## src/rtl/gcd_pkg.sv

```systemverilog
package gcd_pkg;
  // Decision pair carried along the comparator chain.
  typedef struct packed {
    logic gt;
    logic lt;
  } cmp_pair_t;

  localparam cmp_pair_t CMP_UNDECIDED = '{gt: 1'b0, lt: 1'b0};
endpackage

```

## src/rtl/gcd_cmp_cell.sv

```systemverilog
module gcd_cmp_cell
  import gcd_pkg::*;
(
  input  logic      a_bit,
  input  logic      b_bit,
  input  cmp_pair_t dec_in,
  output cmp_pair_t dec_out
);
  logic open_q;
  assign open_q      = ~dec_in.gt & ~dec_in.lt;
  assign dec_out.gt  = dec_in.gt | (open_q & a_bit & ~b_bit);
  assign dec_out.lt  = dec_in.lt | (open_q & ~a_bit & b_bit);
endmodule

```

## src/rtl/gcd_cmp_chain.sv

```systemverilog
module gcd_cmp_chain
  import gcd_pkg::*;
#(
  parameter int N = 8
) (
  input  logic [N-1:0] a,
  input  logic [N-1:0] b,
  output logic         a_gt,
  output logic         a_lt
);
  cmp_pair_t link [N+1];

  // link[N] enters at the MSB; link[0] leaves after the LSB.
  assign link[N] = CMP_UNDECIDED;

  for (genvar i = N - 1; i >= 0; i--) begin : g_cell
    gcd_cmp_cell u_cell (
      .a_bit  (a[i]),
      .b_bit  (b[i]),
      .dec_in (link[i+1]),
      .dec_out(link[i])
    );
  end

  assign a_gt = link[0].gt;
  assign a_lt = link[0].lt;
endmodule

```

## src/rtl/gcd_csub.sv

```systemverilog
module gcd_csub #(
  parameter int N = 8
) (
  input  logic [N-1:0] op_a,
  input  logic [N-1:0] op_b,
  input  logic         swap,   // 1: op_b - op_a, 0: op_a - op_b
  output logic [N-1:0] diff
);
  logic [N-1:0] minu, subt;
  logic [N:0]   carry;

  assign minu     = swap ? op_b : op_a;
  assign subt     = swap ? op_a : op_b;
  assign carry[0] = 1'b1;  // +1 of the two's complement

  for (genvar i = 0; i < N; i++) begin : g_fa
    logic p, q;
    assign p          = minu[i];
    assign q          = ~subt[i];
    assign diff[i]    = p ^ q ^ carry[i];
    assign carry[i+1] = (p & q) | (carry[i] & (p ^ q));
  end
endmodule

```

## src/rtl/gcd_euclid.sv

```systemverilog
module gcd_euclid #(
  parameter int N = 8
) (
  input  logic         clk,
  input  logic         rst,
  input  logic         load_i,
  input  logic [N-1:0] x_i,
  input  logic [N-1:0] y_i,
  output logic [N-1:0] z_o,
  output logic         done_o
);
  localparam logic [N-1:0] ZERO = '0;

  logic [N-1:0] ra_q, rb_q, z_q, diff;
  logic         done_q, a_gt, a_lt, any_zero;

  gcd_cmp_chain #(.N(N)) u_cmp (
    .a   (ra_q),
    .b   (rb_q),
    .a_gt(a_gt),
    .a_lt(a_lt)
  );

  gcd_csub #(.N(N)) u_sub (
    .op_a(ra_q),
    .op_b(rb_q),
    .swap(a_lt),
    .diff(diff)
  );

  assign any_zero = (ra_q == ZERO) || (rb_q == ZERO);

  always_ff @(posedge clk) begin
    if (rst) begin
      ra_q   <= ZERO;
      rb_q   <= ZERO;
      z_q    <= ZERO;
      done_q <= 1'b0;
    end else if (load_i) begin
      ra_q   <= x_i;
      rb_q   <= y_i;
      done_q <= 1'b0;
    end else if (!done_q) begin
      if (any_zero) begin
        done_q <= 1'b1;
        z_q    <= ra_q | rb_q;
      end else if (a_lt) begin
        rb_q <= diff;
      end else begin
        ra_q <= diff;
      end
    end
  end

  assign z_o    = z_q;
  assign done_o = done_q;

  // load captures the operands and clears done
  a_r2_capture: assert property (@(posedge clk) disable iff (rst)
    load_i |=> (ra_q == $past(x_i)) && (rb_q == $past(y_i)) && !done_q);

  // the chain's decision agrees with the register magnitudes
  a_r3_cmp_code: assert property (@(posedge clk) disable iff (rst)
    (a_gt == (ra_q > rb_q)) && (a_lt == (ra_q < rb_q)));

  // a step changes exactly one register
  a_r4_one_reg: assert property (@(posedge clk) disable iff (rst)
    (!load_i && !done_q && !any_zero) |=>
      ((ra_q == $past(ra_q)) != (rb_q == $past(rb_q))));

  // a step strictly lowers the register sum
  a_r4_shrinks: assert property (@(posedge clk) disable iff (rst)
    (!load_i && !done_q && !any_zero) |=>
      ({1'b0, ra_q} + {1'b0, rb_q}) < ({1'b0, $past(ra_q)} + {1'b0, $past(rb_q)}));

  // done only with a zero register
  a_r5_done_zero: assert property (@(posedge clk) disable iff (rst)
    done_q |-> any_zero);

  // an idle zero register raises done on the next edge
  a_r5_stop: assert property (@(posedge clk) disable iff (rst)
    (!load_i && !done_q && any_zero) |=> done_q);

  // result holds until a new load
  a_r8_hold: assert property (@(posedge clk) disable iff (rst)
    (done_q && !load_i) |=> done_q && $stable(z_q));

  // result is the surviving register
  a_r9_result: assert property (@(posedge clk) disable iff (rst)
    done_q |-> (z_q == (ra_q | rb_q)));
endmodule

```

## config.mk

```make
export PLATFORM = sky130hd
export DESIGN_NAME = gcd_euclid
export DESIGN_NICKNAME = d
export VERILOG_FILES = /design/src/rtl/gcd_pkg.sv /design/src/rtl/gcd_cmp_cell.sv /design/src/rtl/gcd_cmp_chain.sv /design/src/rtl/gcd_csub.sv /design/src/rtl/gcd_euclid.sv
export SDC_FILE = /design/constraint.sdc
export NUM_CORES = 1
export LEC_CHECK = 0
export BUFFER_PORTS_ARGS = -buffer_cell sky130_fd_sc_hd__clkbuf_2
export CAP_MARGIN = 40
export CELL_PAD_IN_SITES_DETAIL_PLACEMENT = 1
export CELL_PAD_IN_SITES_GLOBAL_PLACEMENT = 1
export CORE_ASPECT_RATIO = 0.75
export CORE_MARGIN = 5
export CORE_UTILIZATION = 35
export CTS_CLUSTER_SIZE = 16
export DETAILED_ROUTE_END_ITERATION = 6
export PLACE_DENSITY = 0.66
export SYNTH_ARGS = -nofsm -noshare
export SYNTH_HDL_FRONTEND = slang
export SYNTH_HIERARCHICAL = 1
export SYNTH_SLANG_ARGS = --single-unit
```

## constraint.sdc

```tcl
create_clock -name clk -period 10.9 [get_ports clk]
set_clock_uncertainty 0.1 [all_clocks]
set_input_delay 1.09 -clock clk [delete_from_list [all_inputs] [get_ports clk]]
set_output_delay 1.09 -clock clk [all_outputs]
set_load 0.03 [all_outputs]
```

# After elaboration in Yosys (flattened, before gate mapping)

Index checks and enable logic that the tools add are counted.
Widths: inputs -> output; s select.

Register bits: 25
Latch bits: 0
Memory bits (writable): 0
Memory bits (read-only): 0
Input bits: 19
Output and inout port bits: 9
Logic and storage cells: 151
Memories kept: 0

Add/subtract/negate cells: 0
$mul: 0
Div/mod/pow operators: 0
Order comparisons: 0
Eq/ne operators: 3
Shift-type cells: 0
Muxes and demuxes: 12
Bitwise gates (word level): 124
Reductions and logical operators: 8

Operator list:

| cell               | number |
|---|---|
| $mux 8             | 10 |
| $and 1x1->1        | 48 |
| $not 1->1          | 40 |
| $or 1x1->1         | 20 |
| $logic_not 8->1    | 2 |
| $xor 1x1->1        | 15 |
| $reduce_and 3->1   | 3 |
| $or 8x8->8         | 1 |
| $ne 2x2->1 const B | 3 |
| $mux 1             | 2 |
| $reduce_bool 2->1  | 1 |
| $reduce_or 2->1    | 1 |
| $logic_or 1x1->1   | 1 |

# Longest topological paths before layout

Word-level depth: 58
Mapped depth: 30
Gate-level depth less buffers: 29

# Cells and area by module

The synthesis kept the hierarchy.

Modules (own cells, without submodules):

| module        | times used | cells an instance | area each (um^2) | sequential area each (um^2) |
|---|---|---|---|---|
| gcd_euclid    | 1          | 147               | 1,301.2          | 500.5 |
| gcd_csub      | 1          | 33                | 342.8            | 0.0 |
| gcd_cmp_cell  | 8          | 4                 | 25.0             | 0.0 |
| gcd_cmp_chain | 1          | 1                 | 3.8              | 0.0 |

# Worst setup path before layout

No wires, ideal clock.

Path kind: register -> register
Start point: register rb_q[7]
End point: register ra_q[7]
Library setup time: 0.095 ns
Data arrival time: 5.669 ns
Data required time: 10.705 ns
Path slack: 5.035 ns
Cell stages (with the launch flop): 30
Path buffers: 0
Period minus slack after synthesis: 5.865 ns
Cell sequence: dfxtp_1 -> nor2_1 -> a21o_1 -> nor3b_1 -> or2_1 -> nor2_1 -> a21o_1 -> nor3b_1 -> or2_1 -> nor2_1 -> a21o_1 -> nor3b_1 -> or2_1 -> nor2_1 -> a21o_1 -> nor3b_1 -> or2_1 -> mux2_2 -> ha_1 -> fa_1 -> fa_1 -> fa_1 -> fa_1 -> fa_1 -> inv_1 -> ha_1 -> nor3_2 -> xnor2_1 -> a41oi_1 -> a221oi_1

RTL lines:

| what                     | line             | source |
|---|---|---|
| start: declaration       | gcd_euclid.sv:14 | `logic [N-1:0] ra_q, rb_q, z_q, diff;` |
| start signal: assignment | gcd_euclid.sv:41 | `rb_q <= y_i;` |
| start signal: assignment | gcd_euclid.sv:48 | `rb_q <= diff;` |
| end signal: assignment   | gcd_euclid.sv:40 | `ra_q <= x_i;` |
| end signal: assignment   | gcd_euclid.sv:50 | `ra_q <= diff;` |
| end: declaration         | gcd_euclid.sv:14 |  |

==> results.json <==
{
  "grt-ovfl-total": 0,
  "maxSlewViolCount": 0,
  "hp-start": "z_o[2]",
  "power_uw": 408,
  "vias": 1696,
  "post_drt_via_cell_ratio": 5.69,
  "r2r_start": "rb_q[7]",
  "clk_latency_ps": 280,
  "grt_antenna_before_repair": 0,
  "reg2reg_to": "rb_q[7]",
  "cts_setup_buffers": 0,
  "vdd_drop_max_mv": 0.0930,
  "register_area_um2": 500,
  "drive_gt1_share_pct": 16.4,
  "diodes": 0,
  "finalWorstSetupSlack_ps": 3960,
  "grt_max_degree": 35,
  "place_ws_ps": 3990,
  "numCtsBuffers": 3,
  "final_antenna_net_count": 0,
  "syn_inst": 211,
  "cp_slowest_stage_delay_ps": 600,
  "critPathSlowestCell": "or2_1",
  "first_global_vias": 1703,
  "final_util_pct": 40.7,
  "cts_hold_buf": 0,
  "synth.avg_cell_area_um2": 8.71,
  "powerDensity_nw_per_um2": 201,
  "fin_crit_ps": 6940,
  "instances_no_fill": 298,
  "drt_iter0_markers": 168,
  "track_usage_pct": 17.6,
  "drc": 0,
  "hold_viol_final": 0,
  "grt_pass1_wl_mm": 9.34,
  "io_buffer_count": 27,
  "crit_path_end_kind": "flop",
  "path_max_fanout": 18,
  "outcome": "finished, final reports clean",
  "gp_congestion": 0.794,
  "cts_tree": "yes",
  "setup_tns_ps": 0,
  "worstSetupStartpointType": "flop",
  "fmax_mhz": 144,
  "clk_pin_slew_ps": 100,
  "rsz0062_at_grt": "false",
  "dieArea_um2": 6810,
  "clock-sinks": 25,
  "critPathRequiredTime_ps": 10990,
  "cap_viol_max_count": 0,
  "cts_root_buf": "clkbuf_8",
  "min_to": "z_o[2]",
  "ctsResizeCount": 0,
  "finalCritPeriodShare_pct": 63.7,
  "io_pins": 28,
  "dp_cells": 294,
  "r2r.worst_path.cells": 29,
  "dp_hpwl_mm": 3.91,
  "yosys_warnings": 6,
  "p_leak_nw": 0.857,
  "dr.pass1.iters": 4,
  "arrival_ps": 7030,
  "drt_wl_total_mm": 5.53,
  "relSlewSlack_pct": 45.7,
  "rows": 22,
  "worst_pin_slew_ps": 812,
  "fp.coreArea_um2": 4980,
  "fp.dieH_um": 72.7,
  "r2r_setup_slack_ps": 3960,
  "htreeDepth": 1,
  "routedWlPerCell_um": 18.5,
  "hp-class": "reg2reg",
  "fp.dieW_um": 93.7,
  "multi_input_area_um2": 1130,
  "start_util_pct": 36.9,
  "synthesis.area_um2": 1840,
  "path_class": "reg2reg",
  "crit_start": "rb_q[7]",
  "path_common_cell": "fa_1",
  "syn2layout_area_growth_pct": 10.4,
  "setup_violations": 0,
  "final_nets": 253,
  "min_path_cells": 2,
  "nFillCells": 606,
  "clk_path_buf_depth": 2
}
how the worst max path moves through the flow:
stage / endpoint / cells past startpoint
3_5_place_dp: rb_q[7] / 29
2_1_floorplan: ra_q[7] / 29
3_3_place_gp: rb_q[7] / 29
4_1_cts: rb_q[7] / 29
5_1_grt: rb_q[7] / 29
6_report: rb_q[7] / 29
final cells by class:
class	instances	area share, %
Tap cell	72	4.44
Clock buffer	3	2.04
Clock inverter	1	0.432
Timing Repair Buffer	27	6.67
Inverter	31	5.74
Sequential cell	25	24.7
Multi-Input combinational cell	139	56.0
flip-flops by register name, summed over array words and instances (netlist names):
signal and count:
rb_q 8, z_o 8, ra_q 8, done_o 1
through the flow:
step / cell area [µm²] / hold slack [ps]
after floorplan: 1850 / 401
after global placement: 1980 / 344
after detailed placement: 1980 / 352
after CTS: 2030 / 369
after global routing: 2030 / 393
final: 2030 / 366
worst max-delay path, delay by kind of cell, from the launching register on:
family	cells	cell delay, ps
fa+ha+maj	7	2320
simple gates	13	2100
compound gates	6	1200
flops	1	450
mux	1	410
xor+xnor	1	220
buf+inv	1	60
cell usage in the layout, fill, tap and decap left out, types with 3 or more instances in the layout:
master      n
fa_1        5
or2_1       9
a221oi_1   16
dfxtp_1    25
o31ai_1    12
nor3b_1     9
a211oi_1    8
a2111oi_0   7
mux2_1      4
a21o_1      8
clkbuf_2   27
clkbuf_8    3
conb_1      4
a41oi_1    16
xnor2_1     3
nor2_1      8
mux2i_1     6
o21ai_1     4
inv_1      31
power by group:
group          leakage [nW]  internal [mW]  switching (mW)
combinational         0.624         0.0811           0.128
sequential            0.207          0.108          0.0291
clock                0.0261         0.0269          0.0348
routing by layer:
metal / GRT usage (%) / up-vias / wire length, µm / share of wire [%]
li1: - / 824 / - / -
met1: 26.5 / 834 / 2950 / 53
met2: 26.8 / 36 / 2370 / 43
met3: 2.99 / 2 / 191 / 3.5
met4: 2.24 / 0 / 18 / 0.33
met5: 0 / - / 0 / 0
Power figures use the tool's default switching activity.
